### config.mk
export PLATFORM = sky130hd
export DESIGN_NAME = interp2_fir
export DESIGN_NICKNAME = d
export VERILOG_FILES = /design/src/rtl/interp2_pkg.sv /design/src/rtl/interp2_sample_ram.sv /design/src/rtl/interp2_seq.sv /design/src/rtl/interp2_mac.sv /design/src/rtl/interp2_retime.sv /design/src/rtl/interp2_fir.sv
export SDC_FILE = /design/constraint.sdc
export NUM_CORES = 1
export LEC_CHECK = 0
export BUFFER_PORTS_ARGS = -buffer_cell sky130_fd_sc_hd__buf_2
export CAP_MARGIN = 25
export CORE_MARGIN = 4
export CORE_UTILIZATION = 55
export CTS_CLUSTER_DIAMETER = 200
export CTS_CLUSTER_SIZE = 14
export DETAILED_ROUTE_END_ITERATION = 16
export HOLD_SLACK_MARGIN = 0.06
export PLACE_DENSITY = 0.74
export RECOVER_POWER = 100
export SLEW_MARGIN = 20
export SYNTH_ARGS = -nofsm -noshare
export SYNTH_HDL_FRONTEND = slang
export SYNTH_SLANG_ARGS = --single-unit
### constraint.sdc
create_clock -name clk -period 10.28 [get_ports clk]
set_clock_uncertainty 0.15 [all_clocks]
set_input_delay 0.514 -clock clk [delete_from_list [all_inputs] [get_ports clk]]
set_output_delay 0.514 -clock clk [all_outputs]
set_load 0.01 [all_outputs]
### src/rtl/interp2_pkg.sv
package interp2_pkg;
   typedef enum logic {SEQ_IDLE = 1'b0, SEQ_RUN = 1'b1} seq_state_e;
   typedef enum logic {PH_EVEN = 1'b0, PH_ODD = 1'b1} phase_e;
endpackage

### src/rtl/interp2_sample_ram.sv
module interp2_sample_ram #(
   parameter int SAMPLE_W = 16,
   parameter int DEPTH    = 8,
   localparam int AW      = $clog2(DEPTH)
) (
   input  logic                       clk,
   input  logic                       rst_n,
   input  logic                       we,
   input  logic [AW-1:0]              waddr,
   input  logic signed [SAMPLE_W-1:0] wdata,
   input  logic [AW-1:0]              raddr,
   output logic signed [SAMPLE_W-1:0] rdata
);
   logic signed [SAMPLE_W-1:0] mem_q [DEPTH];

   // every slot starts at zero so early results see a silent history
   always_ff @(posedge clk or negedge rst_n) begin
      if (!rst_n) begin
         for (int i = 0; i < DEPTH; i++) mem_q[i] <= '0;
      end else if (we) begin
         mem_q[waddr] <= wdata;
      end
   end

   assign rdata = mem_q[raddr];
endmodule

### src/rtl/interp2_seq.sv
module interp2_seq
   import interp2_pkg::*;
#(
   parameter int TAPS  = 8,
   parameter int DEPTH = 8,
   parameter int RATIO = 12,
   localparam int HALF   = TAPS / 2,
   localparam int KW     = $clog2(HALF),
   localparam int CIW    = KW + 1,
   localparam int AW     = $clog2(DEPTH),
   localparam int TW     = $clog2(RATIO + 1),
   localparam int HALF_P = RATIO / 2
) (
   input  logic           clk,
   input  logic           rst_n,
   input  logic           in_stb,
   output logic           accept,
   output logic [AW-1:0]  wp,
   output logic [AW-1:0]  raddr,
   output logic [CIW-1:0] cidx,
   output logic           mac_en,
   output logic           mac_last,
   output logic           phase,
   output logic           show0,
   output logic           show1
);
   seq_state_e     state_q;
   phase_e         phase_q;
   logic [KW-1:0]  k_q;
   logic [AW-1:0]  wp_q;
   logic [TW-1:0]  tmr_q;

   // a strobe is taken only outside the window of the previous sample
   assign accept   = in_stb && (tmr_q == '0 || tmr_q == TW'(RATIO));
   assign mac_en   = (state_q == SEQ_RUN);
   assign mac_last = mac_en && (k_q == KW'(HALF - 1));
   assign cidx     = {k_q, phase_q};
   assign raddr    = wp_q - AW'(cidx);
   assign wp       = wp_q;
   assign phase    = phase_q;
   assign show0    = (tmr_q == TW'(HALF_P));
   assign show1    = (tmr_q == TW'(RATIO));

   // output slot timer, counts edges since the accepting edge
   always_ff @(posedge clk or negedge rst_n) begin
      if (!rst_n) begin
         tmr_q <= '0;
      end else if (accept) begin
         tmr_q <= TW'(1);
      end else if (show1) begin
         tmr_q <= '0;
      end else if (tmr_q != '0) begin
         tmr_q <= tmr_q + TW'(1);
      end
   end

   // branch sequencing through the shared multiplier
   always_ff @(posedge clk or negedge rst_n) begin
      if (!rst_n) begin
         state_q <= SEQ_IDLE;
         phase_q <= PH_EVEN;
         k_q     <= '0;
         wp_q    <= '0;
      end else begin
         case (state_q)
            SEQ_IDLE: begin
               if (accept) begin
                  state_q <= SEQ_RUN;
                  phase_q <= PH_EVEN;
                  k_q     <= '0;
               end
            end
            SEQ_RUN: begin
               if (mac_last) begin
                  k_q <= '0;
                  if (phase_q == PH_EVEN) begin
                     phase_q <= PH_ODD;
                  end else begin
                     state_q <= SEQ_IDLE;
                     phase_q <= PH_EVEN;
                     wp_q    <= wp_q + AW'(1);
                  end
               end else begin
                  k_q <= k_q + KW'(1);
               end
            end
            default: state_q <= SEQ_IDLE;
         endcase
      end
   end

   // an early strobe leaves the slot timer running undisturbed
   p_early_stb_ignored_r9: assert property (@(posedge clk) disable iff (!rst_n)
      (in_stb && tmr_q != '0 && tmr_q != TW'(RATIO)) |=> (tmr_q == $past(tmr_q) + TW'(1)));

   // the write position only ever steps by one
   p_wp_step_r4: assert property (@(posedge clk) disable iff (!rst_n)
      (wp_q != $past(wp_q)) |-> (wp_q == $past(wp_q) + AW'(1)));

   // even branch finished before its release slot
   p_even_done_r7: assert property (@(posedge clk) disable iff (!rst_n)
      show0 |-> (state_q == SEQ_IDLE || phase_q == PH_ODD));

   // both branches finished before the odd release slot
   p_odd_done_r7: assert property (@(posedge clk) disable iff (!rst_n)
      show1 |-> (state_q == SEQ_IDLE));
endmodule

### src/rtl/interp2_mac.sv
module interp2_mac #(
   parameter int SAMPLE_W = 16,
   parameter int COEF_W   = 16,
   parameter int OUT_W    = 16,
   parameter int TAPS     = 8,
   parameter int SHIFT    = 15,
   parameter int ROUND    = 1,
   parameter logic signed [COEF_W-1:0] COEFS [TAPS] =
      '{-16'sd800, 16'sd0, 16'sd4800, 16'sd16384, 16'sd25000, 16'sd16384, 16'sd4800, -16'sd800},
   localparam int HALF  = TAPS / 2,
   localparam int CIW   = $clog2(HALF) + 1,
   localparam int PW    = SAMPLE_W + COEF_W,
   localparam int ACC_W = PW + $clog2(HALF) + 1
) (
   input  logic                       clk,
   input  logic                       rst_n,
   input  logic                       en,
   input  logic                       last,
   input  logic [CIW-1:0]             cidx,
   input  logic signed [SAMPLE_W-1:0] smp,
   output logic signed [OUT_W-1:0]    result
);
   localparam logic signed [ACC_W-1:0] MAXV = ACC_W'((64'sd1 <<< (OUT_W - 1)) - 64'sd1);
   localparam logic signed [ACC_W-1:0] MINV = -MAXV - ACC_W'(1);
   localparam logic signed [ACC_W-1:0] RND  = (SHIFT > 0) ? ACC_W'(64'sd1 <<< (SHIFT - 1)) : '0;

   logic signed [COEF_W-1:0] coef;
   logic signed [PW-1:0]     prod;
   logic signed [ACC_W-1:0]  acc_q;
   logic signed [ACC_W-1:0]  sum;
   logic signed [ACC_W-1:0]  adj;
   logic signed [ACC_W-1:0]  shifted;

   assign coef = COEFS[cidx];
   assign prod = smp * coef;
   assign sum  = acc_q + prod;

   generate
      if (ROUND != 0) begin : g_round
         assign adj = sum + RND;
      end else begin : g_trunc
         assign adj = sum;
      end
   endgenerate

   assign shifted = adj >>> SHIFT;

   always_comb begin
      if (shifted > MAXV)      result = MAXV[OUT_W-1:0];
      else if (shifted < MINV) result = MINV[OUT_W-1:0];
      else                     result = shifted[OUT_W-1:0];
   end

   always_ff @(posedge clk or negedge rst_n) begin
      if (!rst_n)   acc_q <= '0;
      else if (en)  acc_q <= last ? '0 : sum;
   end
endmodule

### src/rtl/interp2_retime.sv
module interp2_retime #(
   parameter int OUT_W = 16
) (
   input  logic                    clk,
   input  logic                    rst_n,
   input  logic                    load,
   input  logic                    load_phase,
   input  logic signed [OUT_W-1:0] load_data,
   input  logic                    show0,
   input  logic                    show1,
   output logic                    out_valid,
   output logic                    out_phase,
   output logic signed [OUT_W-1:0] out_data
);
   logic signed [OUT_W-1:0] hold_q [2];

   // first stage: one holding register per branch
   always_ff @(posedge clk or negedge rst_n) begin
      if (!rst_n) begin
         hold_q[0] <= '0;
         hold_q[1] <= '0;
      end else if (load) begin
         hold_q[load_phase] <= load_data;
      end
   end

   // second stage: release on the fixed output slots
   always_ff @(posedge clk or negedge rst_n) begin
      if (!rst_n) begin
         out_valid <= 1'b0;
         out_phase <= 1'b0;
         out_data  <= '0;
      end else begin
         out_valid <= show0 || show1;
         if (show0) begin
            out_phase <= 1'b0;
            out_data  <= hold_q[0];
         end else if (show1) begin
            out_phase <= 1'b1;
            out_data  <= hold_q[1];
         end
      end
   end

   // each release is a single-cycle pulse
   p_pulse_r7: assert property (@(posedge clk) disable iff (!rst_n)
      out_valid |=> !out_valid);

   // data holds still between pulses
   p_hold_stable_r8: assert property (@(posedge clk) disable iff (!rst_n)
      !out_valid |-> $stable(out_data));
endmodule

### src/rtl/interp2_fir.sv
module interp2_fir #(
   parameter int SAMPLE_W = 16,
   parameter int COEF_W   = 16,
   parameter int OUT_W    = 16,
   parameter int TAPS     = 8,
   parameter int DEPTH    = 8,
   parameter int RATIO    = 12,
   parameter int SHIFT    = 15,
   parameter int ROUND    = 1,
   parameter logic signed [COEF_W-1:0] COEFS [TAPS] =
      '{-16'sd800, 16'sd0, 16'sd4800, 16'sd16384, 16'sd25000, 16'sd16384, 16'sd4800, -16'sd800}
) (
   input  logic                       clk,
   input  logic                       rst_n,
   input  logic                       in_stb,
   input  logic signed [SAMPLE_W-1:0] in_data,
   output logic                       out_valid,
   output logic                       out_phase,
   output logic signed [OUT_W-1:0]    out_data
);
   localparam int HALF = TAPS / 2;
   localparam int CIW  = $clog2(HALF) + 1;
   localparam int AW   = $clog2(DEPTH);

   // elaboration checks on the parameter set
   generate
      if (TAPS < 4 || (TAPS % 2) != 0) begin : g_bad_taps
         $error("tap count must be even and at least 4");
      end
      if (DEPTH < TAPS || (DEPTH & (DEPTH - 1)) != 0) begin : g_bad_depth
         $error("store depth must be a power of two covering the taps");
      end
      if (RATIO < TAPS + 2 || (RATIO % 2) != 0) begin : g_bad_ratio
         $error("clock ratio must be even and leave room for both branches");
      end
      if (ROUND != 0 && SHIFT < 1) begin : g_bad_shift
         $error("rounding needs a shift of at least one");
      end
   endgenerate

   logic                       accept;
   logic [AW-1:0]              wp;
   logic [AW-1:0]              raddr;
   logic [CIW-1:0]             cidx;
   logic                       mac_en;
   logic                       mac_last;
   logic                       phase;
   logic                       show0;
   logic                       show1;
   logic signed [SAMPLE_W-1:0] rdata;
   logic signed [OUT_W-1:0]    result;

   interp2_seq #(.TAPS(TAPS), .DEPTH(DEPTH), .RATIO(RATIO)) i_seq (
      .clk(clk), .rst_n(rst_n), .in_stb(in_stb), .accept(accept),
      .wp(wp), .raddr(raddr), .cidx(cidx), .mac_en(mac_en),
      .mac_last(mac_last), .phase(phase), .show0(show0), .show1(show1)
   );

   interp2_sample_ram #(.SAMPLE_W(SAMPLE_W), .DEPTH(DEPTH)) i_ram (
      .clk(clk), .rst_n(rst_n), .we(accept), .waddr(wp), .wdata(in_data),
      .raddr(raddr), .rdata(rdata)
   );

   interp2_mac #(
      .SAMPLE_W(SAMPLE_W), .COEF_W(COEF_W), .OUT_W(OUT_W), .TAPS(TAPS),
      .SHIFT(SHIFT), .ROUND(ROUND), .COEFS(COEFS)
   ) i_mac (
      .clk(clk), .rst_n(rst_n), .en(mac_en), .last(mac_last),
      .cidx(cidx), .smp(rdata), .result(result)
   );

   interp2_retime #(.OUT_W(OUT_W)) i_retime (
      .clk(clk), .rst_n(rst_n), .load(mac_last), .load_phase(phase),
      .load_data(result), .show0(show0), .show1(show1),
      .out_valid(out_valid), .out_phase(out_phase), .out_data(out_data)
   );
endmodule

==> metrics.txt, run 1 <==
run status=complete, but fails checks; failing checks=max-capacitance violations, max-slew violations; Max Cap Viol=5; critical path capture point type=flop; H-tree depth=1; Syn Nets=about 2100; Worst-path clk slew=about 0.060 ns; Tcrit/Tclk final=between 90 and 100%; Worst Hold Class=input port to flop; CTS tree=yes; Synth Cell Area=around 0.019 sq mm; wire per inst=18.8 microns; DP Worst Slack=around 0.062 ns; routed vias/inst=around 5.8; Die Span Y=194 microns; post-synthesis compound-gate area fraction=7.91%; routed wire length=between 40 and 50 mm; CP startpoint kind=flop; Max Freq=0.100 GHz; drt first pass iters=6; xor/xnor share of the synthesized area=approximately 2.1%; Setup CP Type=flop to flop; Seq cells post-synth=roughly 220; DRC errors left=0; largest family of logic cells by synthesized area=adder cells; mux cell area share after synthesis=about an eighth; total die area=about 0.038 sq mm; CP max FO=32; crit path DAT=about 10 ns; hold endpoint=i_ram.mem_q[115]$_DFFE_PN0P_; clock buffer count from CTS=19; drt initial violations=around 1100; dpl hpwl=about 32 mm; num ports=37; first-pass GRT wire length=a little over 70 mm; area fraction of the dominant cell type after synthesis=between 20% and 30%; most frequent cells in the layout=inv_1 (293), dfrtp_1 (220), fa_1 (211); adder-cell area share of the yosys netlist=between 20% and 30%; sequential fraction of the synthesis area=between 20% and 30%; Crit-path slowest cell=or4_1; # rows=67; detailed-route via count=~13000; Simple-Gate Fraction of Synth Area=a little over a tenth; vias in the first global route=14000; Slew headroom=-243%; port bufs=36; CP startpoint=i_seq.k_q[0]$_DFFE_PN0P_; final hold viol count=0; grt ovf=0; WHS Path Cells=2; commonest non-fill, non-tap cell in the layout=inv_1; Root Buffer=clkbuf_16; cell with the most instances on the worst path=fa_1; Reg-to-Reg Start=i_seq.k_q[0]$_DFFE_PN0P_; clock sink total=221; Initial Util=between 50% and 60%; final setup violating endpoints=0; area grow syn2layout=6.86%; top post-synthesis cells by area=dfrtp_1 (29%), fa_1 (22%), ha_1 (7.8%), mux2_2 (7.6%), inv_1 (5.8%); post-layout net count=~2200; reg2reg path depth=32; hold_sp=in_data[3]; Routability Congestion=between 0.9 and 1; initial antenna violation count=0; total core area=between 0.03 and 0.04 sq mm; number of distinct library cells after synthesis=72; worst setup margin=just under 0.3 ns; Mapped Avg Cell Area=approximately 11 sq um; Synth Instances=1773; Horiz. Die Dim=approximately 200 microns; diode count=0; clock buffer depth=3; pins over their slew limit=between 200 and 300; largest net degree at the start of global routing=87; reg2reg end=i_retime.hold_q[0]$_DFFE_PN0P_; share of cells above drive strength 1=about 16%; clock latency on the worst-skew pair=just over 0.5 ns; All-Layer GR Usage=between 20% and 30%; Tightest Pin Transition=between 5 and 6 ns; Yosys top cell by area=dfrtp_1; WP data required=approximately 11 ns; reg2reg setup slack=approximately 0.30 ns; number of synthesized flops with an enable pin=0; Slowest Stage Delay on Critical Path=0.64 ns; FFs w/ async S/R, synth=100%; crit path time final=between 9 and 10 ns; Routed Antenna Nets=0; ys flop type=dfrtp_1; Ys Warns=0
-- how the worst max path moves through the flow --
| stage | cells after the start | endpoint | slack [ns] |
|---|---|---|---|
| final | 32 | i_retime.hold_q[0]$_DFFE_PN0P_ | 0.30 |
| after CTS | 31 | i_retime.hold_q[14]$_DFFE_PN0P_ | 0.11 |
| after global routing | 30 | i_retime.hold_q[0]$_DFFE_PN0P_ | -0.001 |
| after floorplan | 38 | i_retime.hold_q[20]$_DFFE_PN0P_ | 0.55 |
| after global placement | 34 | i_retime.hold_q[14]$_DFFE_PN0P_ | 0.36 |
| after detailed placement | 31 | i_retime.hold_q[14]$_DFFE_PN0P_ | 0.06 |
-- cells by family after synthesis --
logic type      count (synthesis)
simple gates                  407
mux                           193
xor+xnor                       45
compound gates                214
fa+ha+maj                     330
flops                         221
buf+inv                       363
-- cell type report --
class	instances	area, sq um
fill	2799	13500
multi-input combinational	1189	12200
sequential	221	5530
inverter	293	1100
tap	448	561
timing repair buffer	84	505
clock buffer	20	479
clock inverter	2	13.8
-- cells in the mapped netlist, types with 4 or more instances --
cell type,instances
o21a_1,7
clkbuf_1,54
o211ai_2,20
a211oi_1,4
buf_6,5
inv_1,293
a21oi_1,36
buf_2,5
o21ai_1,4
nand2b_1,38
nor2_1,95
nand3b_1,6
o21ai_0,50
nor4_1,5
xor2_1,12
and2_1,21
o211ai_1,18
fa_1,211
and4_1,4
dfrtp_1,221
o22ai_1,27
xnor2_1,32
nand2_1,134
mux4_2,32
buf_1,5
a21o_1,11
nand4_1,9
mux2i_1,33
mux2_2,128
and3_1,6
nand3_1,14
ha_1,119
or2_2,26
nor2b_1,14
a31oi_1,6
nor3_1,12
-- state kept, by name (all words and copies together) (netlist names) --
name	count
i_seq.mac_en	1
i_ram.mem_q	128
i_mac.acc_q	32
i_seq.tmr_q	4
i_retime.out_phase	1
i_seq.wp	3
i_retime.out_valid	1
i_seq.k_q	2
i_retime.hold_q	32
i_seq.phase	1
i_retime.out_data	16
-- layer usage --
metal	vias up	GRT usage (%)	wire (microns)
met5	-	0	0
met4	0	5.08	1140
met3	81	3.03	2690
met2	412	38.7	20600
met1	6668	33.2	18000
li1	5905	-	-
-- worst max-delay path: cells and delay by family, from the launching register on --
kind                     cells  cell delay, ns
AO/OA/AOI/OAI                1            0.07
adder cells (fa/ha/maj)      8            3.96
flip-flops                   1            0.49
XOR/XNOR                     4            0.87
multiplexers                 2            0.81
AND/OR/NAND/NOR              9            2.50
buffers and inverters        8            1.01
-- metrics by stage --
step | cell area, sq um | hold WS [ns] | instances | setup TNS [ns] | utilization, %
after floorplan | 19100 | 0.0684 | 1773 | 0 | -
after global placement | 19800 | 0.325 | 2222 | 0 | 58.6
after detailed placement | 19900 | 0.334 | 2224 | 0 | 58.7
after CTS | 20400 | 0.159 | 2247 | 0 | 60.2
after global routing | 20400 | 0.188 | 2257 | -0.00147 | 60.2
final | 20400 | 0.185 | 2257 | 0 | 60.2
-- timing repair --
item / in CTS / in global routing
setup endpoints to repair: 1 / 30
setup buffers: 0 / 7
hold buffers: 1 / 0
hold endpoints to repair: 84 / 0
resized for setup: 1 / 13
pin swaps: 0 / 2
Power of run 1 is not shown: default switching activity piles up to over one toggle a cycle in this logic, so the estimate is an artifact.
==> run 2, diff against run 1 <==
- ABC_AREA: default -> 1
- GPL_ROUTABILITY_DRIVEN: default -> 1
==> run 2 against run 1 <==
- the run still ends with max-capacitance violations, max-slew violations left
- sequential share of layout area hardly changed
- via count rose by 18%
- hold slack worse by 0.087 ns
- critical path depth is 12 higher
- final area about the same
- largest cell class unchanged
==> metrics.txt, run 2 <==
post-layout net count=2751 (was 2157); Setup TNS Final=0 ns (unchanged); drt initial violations=1212 (was 1050); Seq cells post-synth=221 (unchanged); top post-synthesis cells by area=dfrtp_1 (29%), fa_1 (22%), nand2_1 (12%), inv_1 (8.7%), ha_1 (7.7%) (was dfrtp_1 (29%), fa_1 (22%), ha_1 (7.8%), mux2_2 (7.6%), inv_1 (5.8%)); Routability Congestion=0.960 (was 0.945); Synth Instances=2391 (was 1773); wire per inst=17.2 microns (was 18.8 microns); Tightest Pin Transition=5.19 ns (was 5.15 ns); largest family of logic cells by synthesized area=adder cells (unchanged); WP depth=44 (was 32); post-synthesis compound-gate area fraction=8.64% (was 7.91%); drt first pass iters=5 (was 6); Crit path max-delay family=adder cells (unchanged); port bufs=36 (unchanged); Setup CP Type=flop to flop (unchanged); CP Buf/Inv Count=11 (was 8); sequential fraction of the synthesis area=28.5% (was 29.0%); run status=complete, but fails checks (unchanged); reg2reg end=i_retime.hold_q[20]$_DFFE_PN0P_ (was i_retime.hold_q[0]$_DFFE_PN0P_); crit path time final=9.50 ns (was 9.98 ns); Yosys top cell by area=dfrtp_1 (unchanged); commonest non-fill, non-tap cell in the layout=nand2_1 (was inv_1); share of cells above drive strength 1=5.41% (was 16.3%); Reg area=0.00553 sq mm (about the same); mux cell area share after synthesis=1.86% (was 13.1%); reg2reg path depth=44 (was 32); dpl hpwl=38.3 mm (was 32.4 mm); Horiz. Die Dim=196 microns (was 194 microns); max reg flops=128 (unchanged); Reg-to-Reg Start=i_seq.wp[0]$_DFFE_PN0P_ (was i_seq.k_q[0]$_DFFE_PN0P_); top flop regs=i_ram.mem_q (128), i_mac.acc_q (32), i_retime.hold_q (32) (unchanged); critical path capture point type=flop (unchanged); Worst Hold Class=input port to flop (unchanged); FFs w/ async S/R, synth=100% (unchanged); Ys Warns=0 (unchanged); diode count=0 (unchanged); Simple-Gate Fraction of Synth Area=19.7% (was 10.7%); synth cell count leaders=nand2_1 (631), inv_1 (451), o21ai_0 (258), dfrtp_1 (221), fa_1 (211) (was inv_1 (293), dfrtp_1 (221), fa_1 (211), nand2_1 (134), mux2_2 (128)); total core area=0.0346 sq mm (was 0.0339 sq mm); Worst-path clk slew=0.07 ns (was 0.06 ns); Mapped Avg Cell Area=8.11 sq um (was 10.8 sq um); Syn Nets=2740 (was 2122); area fraction of the dominant cell type after synthesis=28.5% (was 29.0%); ys flop type=dfrtp_1 (unchanged); hold_sp=in_stb (was in_data[3]); RSZ-0062 raised after global routing=false; clock sink total=221 (unchanged); largest net degree at the start of global routing=99 (was 87); clock buffer depth=3 (unchanged); WP data required=10.57 ns (was 10.54 ns); CTS tree=yes (unchanged); Max Cap Viol=9 (was 5); grt ovf=0 (unchanged); xor/xnor share of the synthesized area=1.36% (was 2.10%); Die Span Y=196 microns (was 194 microns); most frequent cells in the layout=nand2_1 (648), inv_1 (452), o21ai_0 (257) (was inv_1 (293), dfrtp_1 (220), fa_1 (211)); final hold viol count=0 (unchanged); CP startpoint=i_seq.wp[0]$_DFFE_PN0P_ (was i_seq.k_q[0]$_DFFE_PN0P_); Reg with most FFs=i_ram.mem_q (unchanged); failing checks=max-capacitance violations, max-slew violations (unchanged); initial antenna violation count=0 (unchanged); total die area=0.0383 sq mm (was 0.0378 sq mm); num ports=37 (unchanged); DRC errors left=0 (unchanged); Slowest Stage Delay on Critical Path=0.55 ns (was 0.64 ns); first-pass GRT wire length=82.4 mm (was 72.5 mm); Tcrit/Tclk final=92.4% (was 97.1%); pins over their slew limit=401 (was 255); cell with the most instances on the worst path=nand2_1 (was fa_1); detailed-route via count=15400 (was 13100); top-count cell post-synth=nand2_1 (was inv_1); routed wire length=49.2 mm (was 42.4 mm); fill count=3166 (was 2799); Routed Antenna Nets=0 (unchanged); CP max FO=15 (was 32); Root Buffer=clkbuf_16 (unchanged); Setup crit end=i_retime.hold_q[20]$_DFFE_PN0P_ (was i_retime.hold_q[0]$_DFFE_PN0P_); Post CTS Setup Buffer Count=0 (unchanged); Synth Cell Area=0.0194 sq mm (was 0.0191 sq mm); CP startpoint kind=flop (unchanged); routed vias/inst=5.37 (was 5.79); number of distinct library cells after synthesis=43 (was 72); area grow syn2layout=5.23% (was 6.86%); All-Layer GR Usage=26.4% (was 23.2%); # rows=68 (was 67); final setup violating endpoints=0 (unchanged); footprint of the multi-input gates=0.0118 sq mm (was 0.0122 sq mm); Slew headroom=-246% (was -243%); adder-cell area share of the yosys netlist=29.5% (was 29.9%); Initial Util=56.0% (was 56.4%); Max Freq=0.105 GHz (was 0.100 GHz); vias in the first global route=16000 (was 14000); reg2reg setup slack=0.78 ns (was 0.30 ns); number of synthesized flops with an enable pin=0 (unchanged); clock latency on the worst-skew pair=0.51 ns (about the same); H-tree depth=1 (unchanged); PostCTS Resize Cnt=0 (was 1); clock buffer count from CTS=19 (unchanged); crit path DAT=9.79 ns (was 10.25 ns); Crit-path slowest cell=fa_1 (was or4_1)
==> run 2: repair_timing <==
action	4_1_cts	5_1_grt
setup endpoints to repair	0	0
hold endpoints to repair	97	0
hold buffers	1	0
==> run 2: cells by family after synthesis <==
logic type,Yosys count
AND/OR/NAND/NOR,921
buffers and inverters,531
adder cells (fa/ha/maj),330
AO/OA/AOI/OAI,326
flip-flops,221
multiplexers,32
XOR/XNOR,30
==> run 2: final cells by class <==
class / count / share of cell area (%)
repair buffers: 60 / 1.46
well taps: 455 / 2.79
inverters: 461 / 8.48
clock buffers: 19 / 2.33
clock inverters: 2 / 0.0675
flip-flops and latches: 221 / 27.1
multi-input cells: 1639 / 57.8
==> run 2: worst min path at each step <==
stage          slack [ns]                              end  cells past startpoint
2_1_floorplan        0.07      i_mac.acc_q[10]$_DFFE_PN0P_                      0
5_1_grt              0.09       i_seq.tmr_q[1]$_DFFE_PN0P_                      2
4_1_cts              0.08       i_seq.tmr_q[1]$_DFFE_PN0P_                      2
6_report              0.1       i_seq.tmr_q[1]$_DFFE_PN0P_                      2
3_5_place_dp         0.31  i_retime.hold_q[23]$_DFFE_PN0P_                      2
3_3_place_gp         0.31  i_retime.hold_q[16]$_DFFE_PN0P_                      2
==> run 2: layer usage <==
metal / share of wire [%] / up-vias / global-route usage (%)
met5: 0 / - / 0
met4: 2.3 / 0 / 6.59
met3: 6.4 / 75 / 3.07
met2: 46 / 472 / 42.7
met1: 45 / 7516 / 38.6
li1: - / 7290 / -
==> run 2: through the flow <==
| step | hold slack, ns | std cells | setup slack (ns) | utilization (%) | cell area [sq um] |
|---|---|---|---|---|---|
| finish | 0.0976 | 2857 | 0.778 | 58.9 | 20400 |
| global route | 0.0921 | 2857 | 0.105 | 58.9 | 20400 |
| CTS | 0.0786 | 2857 | 0.824 | 59.3 | 20500 |
| detailed placement | 0.310 | 2835 | 0.868 | 57.9 | 20000 |
| global placement | 0.310 | 2835 | 0.971 | 57.9 | 20000 |
| floorplan | 0.0684 | 2391 | 2.13 | - | 19400 |
Power of run 2 is left out for the same reason.
